==> config.mk <==
export PLATFORM = sky130hd
export DESIGN_NAME = vec_idx_seq
export DESIGN_NICKNAME = d
export VERILOG_FILES = /design/src/rtl/vec_idx_pkg.sv /design/src/rtl/vec_reg_decode.sv /design/src/rtl/vec_bank_step.sv /design/src/rtl/vec_cfg_check.sv /design/src/rtl/vec_idx_seq.sv
export SDC_FILE = /design/constraint.sdc
export NUM_CORES = 1
export LEC_CHECK = 0
export BUFFER_PORTS_ARGS = -buffer_cell sky130_fd_sc_hd__buf_2
export CORE_UTILIZATION = 51
export DETAILED_ROUTE_END_ITERATION = 16
export PLACE_DENSITY = 0.79
export SLEW_MARGIN = 20
export SYNTH_ARGS = -nofsm -noshare
export SYNTH_HDL_FRONTEND = slang
export SYNTH_SLANG_ARGS = --single-unit
export TNS_END_PERCENT = 50
==> constraint.sdc <==
create_clock -name clk -period 2.4 [get_ports clk]
set_clock_uncertainty 0.05 [all_clocks]
set_input_delay 0.36 -clock clk [delete_from_list [all_inputs] [get_ports clk]]
set_output_delay 0.36 -clock clk [all_outputs]
set_load 0.01 [all_outputs]
==> src/rtl/vec_idx_pkg.sv <==
package vec_idx_pkg;
  localparam int FIELD_W   = 4;
  localparam int IDX_W     = FIELD_W + 1;
  localparam int LEN_W     = 3;
  localparam int SGL_OFF_W = 3;
  localparam int DBL_OFF_W = 2;
  localparam int SGL_BANK  = 1 << SGL_OFF_W;
  localparam int DBL_BANK  = 1 << DBL_OFF_W;

  typedef logic [IDX_W-1:0] idx_t;

  // True when the index lies in one of the scalar banks for the given precision.
  function automatic logic in_scalar_bank(idx_t idx, logic dbl);
    if (dbl) return (idx[IDX_W-2:DBL_OFF_W] == '0);
    else     return (idx[IDX_W-1:SGL_OFF_W] == '0);
  endfunction
endpackage

==> src/rtl/vec_reg_decode.sv <==
module vec_reg_decode
  import vec_idx_pkg::*;
(
  input  logic [FIELD_W-1:0] field_i,
  input  logic               ext_i,
  input  logic               dbl_i,
  output idx_t               idx_o
);
  // double: extra bit is the top bit; single: extra bit is the bottom bit
  always_comb begin
    if (dbl_i) idx_o = {ext_i, field_i};
    else       idx_o = {field_i, ext_i};
  end
endmodule

==> src/rtl/vec_bank_step.sv <==
module vec_bank_step
  import vec_idx_pkg::*;
(
  input  idx_t idx_i,
  input  logic dbl_i,
  input  logic stride_i,
  output idx_t idx_o
);
  logic [SGL_OFF_W-1:0] s_off;
  logic [DBL_OFF_W-1:0] d_off;

  always_comb begin
    s_off = idx_i[SGL_OFF_W-1:0] + (stride_i ? SGL_OFF_W'(2) : SGL_OFF_W'(1));
    d_off = idx_i[DBL_OFF_W-1:0] + (stride_i ? DBL_OFF_W'(2) : DBL_OFF_W'(1));
    if (dbl_i) idx_o = {idx_i[IDX_W-1:DBL_OFF_W], d_off};
    else       idx_o = {idx_i[IDX_W-1:SGL_OFF_W], s_off};
  end
endmodule

==> src/rtl/vec_cfg_check.sv <==
module vec_cfg_check
  import vec_idx_pkg::*;
(
  input  logic             dbl_i,
  input  logic [LEN_W-1:0] len_i,
  input  logic             stride_i,
  output logic             illegal_o
);
  localparam int SPAN_W = LEN_W + 3;
  logic [SPAN_W-1:0] span;
  logic [SPAN_W-1:0] bank;

  always_comb begin
    span      = (SPAN_W'(len_i) + SPAN_W'(1)) << stride_i;
    bank      = dbl_i ? SPAN_W'(DBL_BANK) : SPAN_W'(SGL_BANK);
    illegal_o = (span > bank) || ((len_i == '0) && stride_i);
  end
endmodule

==> src/rtl/vec_idx_seq.sv <==
module vec_idx_seq
  import vec_idx_pkg::*;
(
  input  logic               clk,
  input  logic               rst_n,
  input  logic               start_i,
  input  logic               dbl_i,
  input  logic [FIELD_W-1:0] d_field_i,
  input  logic               d_ext_i,
  input  logic [FIELD_W-1:0] n_field_i,
  input  logic               n_ext_i,
  input  logic [FIELD_W-1:0] m_field_i,
  input  logic               m_ext_i,
  input  logic [LEN_W-1:0]   len_i,
  input  logic               stride_i,
  output logic               busy_o,
  output logic               elem_valid_o,
  output logic               elem_last_o,
  output logic [IDX_W-1:0]   d_idx_o,
  output logic [IDX_W-1:0]   n_idx_o,
  output logic [IDX_W-1:0]   m_idx_o,
  output logic               unpred_o
);
  localparam int NOPS = 3;

  logic [FIELD_W-1:0] fld [NOPS];
  logic               ext [NOPS];
  idx_t               dec [NOPS];
  idx_t               cur_q [NOPS];
  idx_t               cur_d [NOPS];
  idx_t               nxt [NOPS];

  logic             act_q, act_d;
  logic [LEN_W-1:0] rem_q, rem_d;
  logic             dbl_q, dbl_d;
  logic             str_q, str_d;
  logic             mfix_q, mfix_d;
  logic             unp_q, unp_d;
  logic             illegal;
  logic             ld_en;

  assign fld[0] = d_field_i;  assign ext[0] = d_ext_i;
  assign fld[1] = n_field_i;  assign ext[1] = n_ext_i;
  assign fld[2] = m_field_i;  assign ext[2] = m_ext_i;

  genvar g;
  generate
    for (g = 0; g < NOPS; g++) begin : g_op
      vec_reg_decode u_dec (
        .field_i (fld[g]),
        .ext_i   (ext[g]),
        .dbl_i   (dbl_i),
        .idx_o   (dec[g])
      );
      vec_bank_step u_step (
        .idx_i    (cur_q[g]),
        .dbl_i    (dbl_q),
        .stride_i (str_q),
        .idx_o    (nxt[g])
      );
    end
  endgenerate

  vec_cfg_check u_chk (
    .dbl_i     (dbl_i),
    .len_i     (len_i),
    .stride_i  (stride_i),
    .illegal_o (illegal)
  );

  // next-state logic
  always_comb begin
    act_d  = act_q;
    rem_d  = rem_q;
    dbl_d  = dbl_q;
    str_d  = str_q;
    mfix_d = mfix_q;
    unp_d  = 1'b0;
    for (int i = 0; i < NOPS; i++) cur_d[i] = cur_q[i];
    if (act_q) begin
      if (rem_q == '0) begin
        act_d = 1'b0;
      end else begin
        rem_d    = rem_q - LEN_W'(1);
        cur_d[0] = nxt[0];
        cur_d[1] = nxt[1];
        if (!mfix_q) cur_d[2] = nxt[2];
      end
    end else if (start_i) begin
      if (illegal) begin
        unp_d = 1'b1;
      end else begin
        act_d  = 1'b1;
        dbl_d  = dbl_i;
        str_d  = stride_i;
        mfix_d = in_scalar_bank(dec[2], dbl_i);
        rem_d  = in_scalar_bank(dec[0], dbl_i) ? '0 : len_i;
        for (int i = 0; i < NOPS; i++) cur_d[i] = dec[i];
      end
    end
  end

  assign ld_en = act_q | start_i;

  // control registers
  always_ff @(posedge clk or negedge rst_n) begin
    if (!rst_n) begin
      act_q <= 1'b0;
      unp_q <= 1'b0;
    end else begin
      act_q <= act_d;
      unp_q <= unp_d;
    end
  end

  // datapath registers with explicit load enable
  always_ff @(posedge clk) begin
    if (ld_en) begin
      rem_q  <= rem_d;
      dbl_q  <= dbl_d;
      str_q  <= str_d;
      mfix_q <= mfix_d;
      for (int i = 0; i < NOPS; i++) cur_q[i] <= cur_d[i];
    end
  end

  assign busy_o       = act_q;
  assign elem_valid_o = act_q;
  assign elem_last_o  = act_q && (rem_q == '0);
  assign d_idx_o      = cur_q[0];
  assign n_idx_o      = cur_q[1];
  assign m_idx_o      = cur_q[2];
  assign unpred_o     = unp_q;

  // assertions
  assert_last_has_valid_R4: assert property (@(posedge clk) disable iff (!rst_n)
    elem_last_o |-> elem_valid_o);

  assert_no_gap_R4: assert property (@(posedge clk) disable iff (!rst_n)
    (elem_valid_o && !elem_last_o) |=> elem_valid_o);

  assert_unpred_no_elem_R2: assert property (@(posedge clk) disable iff (!rst_n)
    unpred_o |-> !elem_valid_o);

  assert_bank_kept_R5: assert property (@(posedge clk) disable iff (!rst_n)
    (elem_valid_o && !elem_last_o) |=>
      (d_idx_o[IDX_W-1:SGL_OFF_W] == $past(d_idx_o[IDX_W-1:SGL_OFF_W])) &&
      (n_idx_o[IDX_W-1:SGL_OFF_W] == $past(n_idx_o[IDX_W-1:SGL_OFF_W])));

  assert_m_held_R7: assert property (@(posedge clk) disable iff (!rst_n)
    (elem_valid_o && !elem_last_o && mfix_q) |=> $stable(m_idx_o));

  assert_scalar_single_R6: assert property (@(posedge clk) disable iff (!rst_n)
    (elem_valid_o && in_scalar_bank(d_idx_o, dbl_q)) |-> elem_last_o);
endmodule

**Word level (Yosys, flattened, before mapping)**

Memory sizes are Yosys's and may differ from the RTL's.
Cells that the tools add are included.

- Register bits: 8
- Output and inout port bits: 19
- Memories: 1
- RAM bits: 15
- Input bits: 23
- Logic and storage cells: 67

- $lt $le $gt $ge: 1
- Bitwise operators: 3
- Add/sub/neg operators: 8
- Mux-type cells: 33
- Reduce and logical (&&, ||, !) cells: 12
- Shift operators: 1
- Equal/unequal tests: 2

Memories:

| memory | depth | width | read ports | clocked after memory_dff | wr ports | RTL line | text |
|---|---|---|---|---|---|---|---|
| cur_q | 3 | 5 | 3 | 0 | 3 | vec_idx_seq.sv:29 | `idx_t cur_q [NOPS];` |

Operators with widths:

| kind | number |
|---|---|
| $mux 15 | 3 |
| $mux 3 | 9 |
| $mux 5 | 3 |
| $mux 1 | 14 |
| $mux 13 | 1 |
| $add 3x3->3 | 3 |
| $logic_not 2->1 | 4 |
| $reduce_and 4->1 | 2 |
| $add 2x2->2 | 3 |
| $gt 6x6->1 | 1 |
| $logic_not 3->1 | 2 |
| $shl 6x1->6 | 1 |
| $add 3x1->4 const B | 1 |
| $mux 2 | 2 |
| $mux 4 | 1 |
| $ne 2x2->1 const B | 2 |
| $sub 3x1->3 const B | 1 |
| $logic_and 1x1->1 | 2 |
| $not 1->1 | 2 |
| $reduce_bool 2->1 | 1 |
| $logic_or 1x1->1 | 1 |
| $or 1x1->1 | 1 |

**Logic depth before layout (Yosys ltp)**

- Word-level depth: 11
- Mapped depth: 9
- Mapped depth without buffers: 8

**Hierarchy**

From an unflattened synthesis, not the netlist that was laid out.

- Cell total of the unflattened synthesis: 125
- Area total of the unflattened synthesis: 1,612.8 um2

By module, submodules not included:

| module | area each (um2) | seq. area each (um2) | instances | cells an instance |
|---|---|---|---|---|
| vec_idx_seq | 1,043.5 | 680.7 | 1 | 64 |
| vec_bank_step | 88.8 | 0.0 | 3 | 9 |
| vec_reg_decode | 56.3 | 0.0 | 3 | 5 |
| vec_cfg_check | 133.9 | 0.0 | 1 | 19 |

**Worst setup path after synthesis**

No wires, ideal clock.

- Path kind: input port to flip-flop
- From: input len_i[0]
- To: memory cur_q[0][0] in the netlist's numbering (enable)
- Data required time: 1.969 ns
- Buffers on the path: 1
- Arrival time: 2.289 ns
- Setup slack: -0.319 ns
- Library setup time: 0.381 ns
- Stages: 8
- Cell sequence: ha_1 > mux2_2 > mux2i_1 > ha_1 > nor2b_1 > o22a_2 > buf_6 > o21ai_0

RTL lines:

| what | RTL line | text |
|---|---|---|
| start: declaration | vec_idx_seq.sv:14 | `input logic [LEN_W-1:0] len_i,` |
| end: declaration | vec_idx_seq.sv:29 |  |

==> impl_metrics.csv <==
group,metric,value,unit
power_and_ir_drop,worst_ir_drop_vdd,0.0006476,V
cts,cts_made_buffers,3,
yosys,synth_top_area_share,42.71,%
die,die_y,55.81,um
global_routing,antenna_found_initial,0,
timing,max_freq,461.5,MHz
yosys,synth_ff_type,"edfxtp_1",
global_routing,overflow,0,
yosys,synth.distinct_cells,34,
final_layout,nets,207,
yosys,async_reset_ff_share,8.696,%
cts,cts.sinks,23,
place,place_congestion,0.8480,
timing,hold_viol,0,
yosys,synthesis.nets,157,
hold_path,hold_path_class,"in2reg",
outcome,outcome,"completed",
cts,clk_pin_slew,140,ps
route,drtIter0Drc,18,
worst_setup_path,path_class,"in2reg",
cts,cts_resized,0,
final_layout,area_growth,22.46,%
timing,slew_violations,0,
final_layout,antennaDiodeCount,0,
timing,worstMarginPinSlew,305.6,ps
route,drc,0,
worst_setup_path,cp_cell_sequence,"buf_2, ha_1, mux2_2, mux2i_1, ha_1, nor2b_1, o22a_2, buf_12, o31ai_1",
yosys,synth-seq-area-share,46.10,%
cts,clockBufferDepth,2,
worst_setup_path,cp-end-kind,"flop",
route,wl_per_cell,14.46,um
worst_setup_path,critical_path.max_stage_delay,300,ps
timing,holdWs,280.0,ps
yosys,synth-edff-count,21,
yosys,yosys-top-cells-area,"edfxtp_1 43%, ha_1 7.6%, mux2_2 7.6%",
place,dp_slack,-89.75,ps
global_routing,grt_use_total,20.64,%
timing,finalCriticalPeriod,2167,ps
yosys,postSynthAreaPerCell,12.10,um2
timing,slew_headroom,79.60,%
worst_setup_path,crit_path_max_fanout,8,
route,viasPerCell,5.431,
worst_setup_path,regToRegSetupSlack,510,ps
die,fp.dieW,55.81,um
route,vias,1097,
worst_setup_path,worst_ep_required_time,2460,ps
cts,h-tree-depth,1,
die,rows,19,
worst_setup_path,critPathArrivalTime,2230,ps
global_routing,grt_pass1_vias,1088,
yosys,synthCells,122,
route,ant_nets,0,
die,core_area,2758,um2
cts,cts_tree,"built",
power_and_ir_drop,p_leak,0.7985,nW
worst_setup_path,startpoint_type,"input port",
die,start_util,53.54,%
yosys,yosysTopAreaCell,"edfxtp_1",
place,io_buffers,41,
timing,rsz0062_at_grt,"no",
cts,cts_setup_buffers,0,
timing,setup_violations,0,
route,dr.pass1.iters,6,
yosys,synth.most_common_cell,"edfxtp_1",
cts,clkLatencyLatePin,310,ps
yosys,ys_top_cells_by_count,"21 x edfxtp_1, 14 x nand2_1, 10 x mux2_2",
place,dp_hpwl,2436,um
yosys,synth_seq_cells,23,
power_and_ir_drop,powerDensity,961.3,nW/um2
die,ioPinCount,42,
die,dieArea,3114,um2
route,wl,2920,um
worst_setup_path,crit_path_frequent_cell,"ha_1",
global_routing,grt_max_degree,17,
yosys,ys_warn_count,0,
timing,fin_ws,233.3,ps
flow_run,cap_violations,0,
global_routing,grt_first_pass_wirelength,4926,um
final_layout,drive_above_1_share,42.69,%
cts,cts-root-buf,"clkbuf_4",
final_layout,fillCellCount,225,
timing,fin_crit_sh,90.28,%
yosys,synth_area,1476,um2
power_and_ir_drop,p_total,1.738,mW
worst_setup_path,crit_slowest_cell,"o22a_2",
==> sequential cells by signal, summed over array words and instances, names as in the netlist <==
| name | count |
|---|---|
| cur_q | 15 |
| rem_q | 3 |
| busy_o | 1 |
| dbl_q | 1 |
| mfix_q | 1 |
| str_q | 1 |
| unpred_o | 1 |
==> cell usage in the layout, fill, tap and decap left out, drive strengths merged, types with 4 or more instances in the layout <==
master / netlist / final
buf: 6 / 51
edfxtp: 21 / 21
ha: 9 / 9
inv: 5 / 5
mux2: 10 / 10
mux2i: 9 / 9
nand2: 14 / 14
nor2b: 4 / 4
o21ai: 7 / 7
o31ai: 6 / 6
xnor2: 4 / 4
==> routing by layer <==
layer	part of all wire (%)	global-route usage [%]	up-vias
li1	-	-	547
met1	45	26.81	511
met2	50	34.60	35
met3	4.2	4.884	4
met4	0.65	5.714	0
met5	0	0	-
==> cell type report <==
type	count	area [um2]	area share, %
Timing Repair Buffer	52	302.8	16.75
Sequential cell	23	680.7	37.65
Multi-Input combinational cell	87	739.5	40.90
Tap cell	31	38.79	2.145
Clock buffer	3	22.52	1.246
Inverter	5	18.77	1.038
Clock inverter	1	5.005	0.2768
==> metrics by stage <==
stage	TNS, ps	cells	cell area (um2)	utilization (%)
4_1_cts	0	202	1808	65.56
3_5_place_dp	-1237	197	1770	64.20
2_1_floorplan	0	122	1488	-
5_1_grt	0	202	1808	65.56
3_3_place_gp	0	197	1770	64.20
6_report	0	202	1808	65.56
==> where the power goes <==
group          internal (mW)  switching [mW]
Clock                 0.0621           0.117
Combinational          0.380           0.460
Sequential             0.642          0.0774
==> logic make-up after synthesis <==
| kind of cell | after synthesis | share of synthesized area (%) |
|---|---|---|
| xor+xnor | 5 | 2.966 |
| compound gates | 21 | 10.68 |
| flops | 23 | 46.10 |
| buf+inv | 12 | 4.576 |
| fa+ha+maj | 12 | 11.70 |
| mux | 19 | 13.73 |
| simple gates | 30 | 10.25 |
==> timing repair <==
action	4_1_cts	5_1_grt
hold buffers	1	0
endpoints found under the hold margin	2	0
setup endpoints to repair	0	0
==> worst max-delay path: cells and delay by family <==
family,cells,cell delay [ps]
buffers and inverters,2,280
adder cells (fa/ha/maj),2,460
AND/OR/NAND/NOR,1,140
multiplexers,2,410
AO/OA/AOI/OAI,2,580
==> path summary, 6_finish.rpt <==
check | from | to | cells past startpoint
worst min-delay path | m_field_i[3] | mfix_q$_DFFE_PP_ | 2
max in group asynchronous | rst_n | busy_o$_DFF_PN0_ | 2
min in group asynchronous | rst_n | unpred_o$_DFF_PN0_ | 2
worst max-delay path | len_i[0] | cur_q[0][5]$_DFFE_PP_ | 9
worst min register to register | busy_o$_DFF_PN0_ | unpred_o$_DFF_PN0_ | 2
worst max register to register | str_q$_DFFE_PP_ | cur_q[0][2]$_DFFE_PP_ | 5
(Power assumes the default switching activity.)
